[config.mk]
export PLATFORM = sky130hd
export DESIGN_NAME = frame_len_guard
export DESIGN_NICKNAME = d
export VERILOG_FILES = /design/src/rtl/flg_pkg.sv /design/src/rtl/flg_limit_sel.sv /design/src/rtl/flg_len_counter.sv /design/src/rtl/frame_len_guard.sv
export SDC_FILE = /design/constraint.sdc
export NUM_CORES = 1
export LEC_CHECK = 0
export BUFFER_PORTS_ARGS = -buffer_cell sky130_fd_sc_hd__clkbuf_2
export CORE_MARGIN = 2
export CORE_UTILIZATION = 41
export DETAILED_ROUTE_END_ITERATION = 10
export HOLD_SLACK_MARGIN = 0.12
export SYNTH_ARGS = -nofsm -noshare
export SYNTH_HDL_FRONTEND = slang
export SYNTH_HIERARCHICAL = 1
export SYNTH_SLANG_ARGS = --single-unit
[constraint.sdc]
create_clock -name clk -period 4.22 [get_ports clk]
set_input_delay 0.844 -clock clk [delete_from_list [all_inputs] [get_ports clk]]
set_output_delay 0.844 -clock clk [all_outputs]
set_load 0.05 [all_outputs]
[src/rtl/flg_pkg.sv]
package flg_pkg;
    typedef enum logic [1:0] {
        ST_IDLE = 2'd0,
        ST_BODY = 2'd1,
        ST_DONE = 2'd2
    } flg_state_e;
endpackage

[src/rtl/flg_limit_sel.sv]
// Chooses the length limit in priority order: jumbo, then programmed, then standard.
module flg_limit_sel #(
    parameter int LEN_W     = 15,
    parameter int STD_MAX   = 1518,
    parameter int TAG_BYTES = 4,
    parameter int OUT_W     = LEN_W + 1
) (
    input  logic             jumbo_en,
    input  logic             vlan_en,
    input  logic             limit_en,
    input  logic [LEN_W-1:0] limit_len,
    output logic             unlimited,
    output logic [OUT_W-1:0] limit_bytes
);
    localparam logic [OUT_W-1:0] LIM_PLAIN  = OUT_W'(STD_MAX);
    localparam logic [OUT_W-1:0] LIM_TAGGED = OUT_W'(STD_MAX + TAG_BYTES);

    always_comb begin
        unlimited   = jumbo_en;
        limit_bytes = LIM_PLAIN;
        if (!jumbo_en) begin
            if (limit_en)
                limit_bytes = OUT_W'(limit_len);
            else if (vlan_en)
                limit_bytes = LIM_TAGGED;
        end
    end
endmodule

[src/rtl/flg_len_counter.sv]
// Saturating per-frame byte counter. cnt_nx is the count including this cycle's byte.
module flg_len_counter #(
    parameter int CNT_W = 16
) (
    input  logic             clk,
    input  logic             rst_n,
    input  logic             start,
    input  logic             step,
    output logic [CNT_W-1:0] cnt_q,
    output logic [CNT_W-1:0] cnt_nx
);
    localparam logic [CNT_W-1:0] CNT_MAX = {CNT_W{1'b1}};
    localparam logic [CNT_W-1:0] CNT_ONE = CNT_W'(1);

    always_comb begin
        cnt_nx = cnt_q;
        if (start)
            cnt_nx = CNT_ONE;
        else if (step && (cnt_q != CNT_MAX))
            cnt_nx = cnt_q + CNT_ONE;
    end

    always_ff @(posedge clk) begin
        if (!rst_n)
            cnt_q <= '0;
        else
            cnt_q <= cnt_nx;
    end
endmodule

[src/rtl/frame_len_guard.sv]
module frame_len_guard
    import flg_pkg::*;
#(
    parameter int LEN_W     = 15,
    parameter int CNT_W     = 16,
    parameter int STD_MAX   = 1518,
    parameter int TAG_BYTES = 4
) (
    input  logic             clk,
    input  logic             rst_n,
    input  logic             byte_valid,
    input  logic             byte_last,
    input  logic             jumbo_en,
    input  logic             vlan_en,
    input  logic             limit_en,
    input  logic [LEN_W-1:0] limit_len,
    output logic             verdict_valid,
    output logic             oversize
);
    localparam int LIM_W = LEN_W + 1;

    flg_state_e       state_q, state_nx;
    logic             frame_start, frame_end, step;
    logic             sel_unl, unl_q, unl_eff;
    logic [LIM_W-1:0] sel_lim, lim_q, lim_eff;
    logic [CNT_W-1:0] cnt_q, cnt_nx;
    logic             over_now, oversize_q;

    assign frame_start = byte_valid && (state_q != ST_BODY);
    assign frame_end   = byte_valid && byte_last;
    assign step        = byte_valid && (state_q == ST_BODY);

    flg_limit_sel #(
        .LEN_W(LEN_W), .STD_MAX(STD_MAX), .TAG_BYTES(TAG_BYTES), .OUT_W(LIM_W)
    ) u_sel (
        .jumbo_en(jumbo_en), .vlan_en(vlan_en), .limit_en(limit_en),
        .limit_len(limit_len), .unlimited(sel_unl), .limit_bytes(sel_lim)
    );

    flg_len_counter #(.CNT_W(CNT_W)) u_cnt (
        .clk(clk), .rst_n(rst_n), .start(frame_start), .step(step),
        .cnt_q(cnt_q), .cnt_nx(cnt_nx)
    );

    // Settings are frozen at the first byte of every frame.
    always_ff @(posedge clk) begin
        if (!rst_n) begin
            unl_q <= 1'b0;
            lim_q <= LIM_W'(STD_MAX);
        end else if (frame_start) begin
            unl_q <= sel_unl;
            lim_q <= sel_lim;
        end
    end

    assign unl_eff  = frame_start ? sel_unl : unl_q;
    assign lim_eff  = frame_start ? sel_lim : lim_q;
    assign over_now = !unl_eff && (cnt_nx > CNT_W'(lim_eff));

    // State register
    always_ff @(posedge clk) begin
        if (!rst_n)
            state_q <= ST_IDLE;
        else
            state_q <= state_nx;
    end

    // Next-state logic
    always_comb begin
        state_nx = state_q;
        unique case (state_q)
            ST_IDLE, ST_DONE: begin
                if (frame_end)
                    state_nx = ST_DONE;      // SHORT
                else if (byte_valid)
                    state_nx = ST_BODY;      // OPEN
                else
                    state_nx = ST_IDLE;      // REST / WAIT
            end
            ST_BODY: begin
                if (frame_end)
                    state_nx = ST_DONE;      // CLOSE
            end
            default: state_nx = ST_IDLE;
        endcase
    end

    // Output process
    always_ff @(posedge clk) begin
        if (!rst_n)
            oversize_q <= 1'b0;
        else if (frame_end)
            oversize_q <= over_now;
        else if (frame_start)
            oversize_q <= 1'b0;
    end

    assign verdict_valid = (state_q == ST_DONE);
    assign oversize      = oversize_q;
endmodule

* Word level (Yosys, flattened, before mapping)
Cells that the tools add are included. W data, S select, Z words.
Operators by class: add/subtract/negate cells 1, multiply operators 0, divide/modulo/power cells 0, $lt $le $gt $ge 1, equality and inequality tests 5, shifts and indexed selects 0, multiplexer cells 13, bitwise gates (word level) 0, reduce and logical (&&, ||, !) cells 9
Operators with widths (count):
- $mux W16 | 5
- $add A16 B1 Y16 const B | 1
- $gt A16 B16 Y1 | 1
- $ne A16 B16 Y1 const B | 1
- $logic_and A1 B1 Y1 | 5
- $mux W5 | 1
- $mux W1 | 4
- $mux W2 | 2
- $pmux W2 S2 | 1
- $eq A2 B1 Y1 const B | 1
- $eq A2 B2 Y1 const B | 1
- $logic_not A2 Y1 | 1
- $ne A2 B1 Y1 const B | 1
- $ne A2 B2 Y1 const B | 1
- $reduce_bool A2 Y1 | 1
- $reduce_or A2 Y1 | 1
- $logic_not A1 Y1 | 1
Storage, ports and cells: bits in registers 36, bits in latches 0, bits in writable memories 0, bits in read-only memories 0, input port bits 22, output and inout port bits 2, word-level logic and storage cells 34, memories 0

* Longest topological paths before layout
depth in word-level cells 8, gate-level depth with buffers 12, gate-level depth less buffers 11

* By module
The synthesis kept the hierarchy.
By module, submodules not included:
- frame_len_guard | times used 1, cells each 115, area each 1133.6 um^2
- flg_len_counter | times used 1, cells each 120, area each 984.7 um^2
- flg_limit_sel | times used 1, cells each 22, area each 155.1 um^2

* Worst setup path after synthesis
OpenSTA, ideal clock, no wires.
path type input -> register, start in byte_valid, end reg oversize_q, in the netlist oversize, arrival time 3351 ps, setup slack 747 ps, cell stages on the path 11, path through inv_1 nor2_1 inv_1 or3_2 nor4_1 nor3_1 ha_1 nand4_2 o221ai_1 or3_1 o32a_1
Between the ends: word-level cells in the longest chain between the ends 7, elaborated cells between the ends (all ways) 13, classes of those cells order compare (1); mux (5); reduce/logical (7)
RTL lines:
- from (decl) | RTL line frame_len_guard.sv:11 | input logic byte_valid,
- $logic_and A1 B1 Y1 | RTL line frame_len_guard.sv:31 | assign step = byte_valid && (state_q == ST_BODY);
- via step | RTL line frame_len_guard.sv:23 | logic frame_start, frame_end, step;
- $logic_and A1 B1 Y1 | RTL line flg_len_counter.sv:19 | else if (step && (cnt_q != CNT_MAX))
- $mux W16 | RTL line flg_len_counter.sv:19
- $mux W16 | RTL line flg_len_counter.sv:17 | if (start)
- via cnt_nx[14] | RTL line frame_len_guard.sv:26 | logic [CNT_W-1:0] cnt_q, cnt_nx;
- $gt A16 B16 Y1 | RTL line frame_len_guard.sv:58 | assign over_now = !unl_eff && (cnt_nx > CNT_W'(lim_eff));
- $logic_and A1 B1 Y1 | RTL line frame_len_guard.sv:58
- $mux W1 | RTL line frame_len_guard.sv:92 | else if (frame_end)
- to (signal assigned) | RTL line frame_len_guard.sv:93 | oversize_q <= over_now;
- to (decl) | RTL line frame_len_guard.sv:27 | logic over_now, oversize_q;
The timed path passes the listed nets, and every way through them passes these cells. A chain may end at the register's enable or synchronous reset.

* Final worst setup path
Same ends and word-level chain as after synthesis.

==> reports/metrics.yaml <==
synth:
  ys.flop_type: "dfxtp_1"
  ys_types: 54
  netlist_area_um2: 2270
  ys_warn_count: 6
  synth_top_area_share_pct: 31.7
  synth_edf_count: 0
  synth_nets: 296
  ys_top_cells_by_area: "dfxtp_1 (32%), ha_1 (9.4%), mux2i_1 (8.8%)"
  yosys.area.top_type: "dfxtp_1"
  seq_area_frac_synth_pct: 31.7
  ys_ff_latch: 36
  avgSynthCellArea_um2: 8.85
  synthCells: 257
  synthArstFlopShare_pct: 0
global_route:
  grt.overflow.total: 0
  grt_pass1_wl_mm: 8.42
  track_usage_pct: 17.3
  grt_antenna_before_repair: 0
  grt_max_degree: 24
  grt_pass1_vias: 1767
final_layout:
  fillCellCount: 508
  diodes: 0
  drive_gt1_share_pct: 19.9
  areaGrowthSynthToFinish_pct: 11.4
  fin_util_pct: 46.6
  finalNetCount: 319
route:
  drtIter0Drc: 110
  viasPerCell: 5.36
  drtPass1Iterations: 4
  post_drt_wl_per_cell_um: 13.9
  drc: 0
  ant_nets: 0
  routed_wl_mm: 4.89
  num_vias: 1892
place:
  portBuffers: 23
  gp_congestion: 0.799
  dp_hpwl_mm: 3.65
timing:
  tightest_slew_ps: 639
  finalCritPeriodShare_pct: 87.7
  clock_skew_ps: 5.06
  rsz0062_at_grt: "no"
  setup_viol: 0
  whs_ps: 482
  max_freq_mhz: 270
  hold_viol_final: 0
  setup_tns_ps: 0
  period_needed_ps: 3700
  report.final.slew_viol_count: 0
  slew_headroom_pct: 57.1
clock_network:
  cts_tree: "done"
  root_buffer: "clkbuf_8"
  cts_sinks: 36
  path_clk_slew_ps: 80
  cts_buffer_depth: 2
  cts_resized: 0
  cts_setup_buffers: 0
  cts_hold_buf: 0
  clkLatencyLatePin_ps: 290
  cts_made_buffers: 5
  htreeDepth: 2
power:
  powerDensity_nw_per_um2: 274
  p_leak_uw: 0.00106
  ir_drop_mv: 0.150
floorplanning:
  start_util_pct: 41.8
  die_w_um: 78.5
  num_rows: 27
  fp.dieArea_um2: 6160
  fp.dieH_um: 78.5
  core_region_area_um2: 5440
  pin_count: 24
flow_run:
  maxCapViolations: 0
critical_path:
  cp-end-kind: "register"
  criticalPathCategory: "input pin to register"
  cp.arrival_ps: 3880
  critPathRequiredTime_ps: 4400
  start_kind: "input pin"
  path_max_fanout: 7
run_status:
  outcome: "complete, no violations"
hold_path:
  min_path_type: "register to register"
==> cell usage after synthesis, types with 3 or more instances <==
master and instances:
and2_1 7, nand2_1 21, nor2_1 15, nor3_1 8
a21oi_1 22, buf_4 3, and2_2 3, inv_1 5
nor2b_1 11, clkbuf_1 4, a211oi_1 3, ha_1 17
nand3_1 5, nand4_1 7, dfxtp_1 36, or3_2 3
o21ai_0 6, nand2b_1 10, nor4_1 5, o31ai_1 3
mux2i_1 20
==> critical path, cell delays in order <==
cell and delay, ps:
clkbuf_2 150, inv_1 50, nor2_1 340, inv_1 150, or3_2 550, nor4_1 380
nor3_1 100, ha_1 330, nand4_2 160, nor4_1 540, a2111oi_4 90, o32a_1 190
==> logic make-up after synthesis <==
| logic type | share of synthesized area, % |
|---|---|
| adder cells (fa/ha/maj) | 9.36 |
| multiplexers | 9.30 |
| XOR/XNOR | 0.385 |
| other | 0.165 |
| AND/OR/NAND/NOR | 30.5 |
| AO/OA/AOI/OAI | 15.2 |
| flip-flops | 31.7 |
| buffers and inverters | 3.36 |
==> sequential cells by signal (all words and copies together) (netlist names) <==
signal / cells
lim_q: 16
state_q: 2
oversize: 1
u_cnt/cnt_q: 16
unl_q: 1
==> worst paths after layout <==
check | slack [ps] | start | to | cells after the start
worst min register to register | 480 | lim_q[7] | lim_q[7] | 2
worst max register to register | 750 | state_q[1] | oversize | 11
worst max-delay path | 520 | byte_valid | oversize | 12
worst min-delay path | 480 | lim_q[7] | lim_q[7] | 2
==> report_power, final <==
group          internal, uW  leakage (uW)  switching [uW]
logic                  36.2      0.000717            48.9
registers               347      0.000292            3.52
clock network           130     0.0000510             128
total                   514       0.00106             181
==> per-stage QoR <==
stage	setup slack [ps]	cells	total power [uW]	cell area, um2
3_5_place_dp	224	345	444	2440
2_1_floorplan	747	257	421	2270
5_1_grt	305	353	727	2530
6_report	519	353	695	2530
4_1_cts	497	353	703	2530
3_3_place_gp	324	345	443	2440
==> per-layer routing <==
metal / up-vias / global-route usage [%] / part of all wire [%]
met5: - / 0 / 0
met4: 0 / 4.91 / 0.86
met3: 4 / 3.45 / 2.5
met2: 25 / 27.9 / 46
met1: 880 / 23.5 / 51
li1: 983 / - / -
==> cell type report <==
type,instances,area (um2),area share [%]
clock buffers,6,82.6,3.26
inverters,6,22.5,0.889
clock inverters,2,10.0,0.395
multi-input cells,206,1480,58.3
flip-flops and latches,36,721,28.5
well taps,72,90.1,3.56
repair buffers,25,130,5.14
==> layout by cell type (no fill, tap or decap), drive strengths merged, types with 2 or more instances in the layout <==
master / instances
o21bai: 2
o41ai: 2
nand4: 10
a211oi: 3
o211ai: 2
clkinv: 2
and3: 2
mux2i: 20
and2b: 3
or3: 5
nor4: 5
o21ai: 6
clkbuf: 29
nand2: 22
nand2b: 10
or2: 2
a21oi: 22
dfxtp: 36
or4: 4
and2: 10
o31ai: 3
nand3: 5
nor2: 15
ha: 17
nor3: 8
a2111oi: 2
inv: 6
buf: 2
nor2b: 11
a21o: 3
nor3b: 2
(Power assumes the default switching activity.)
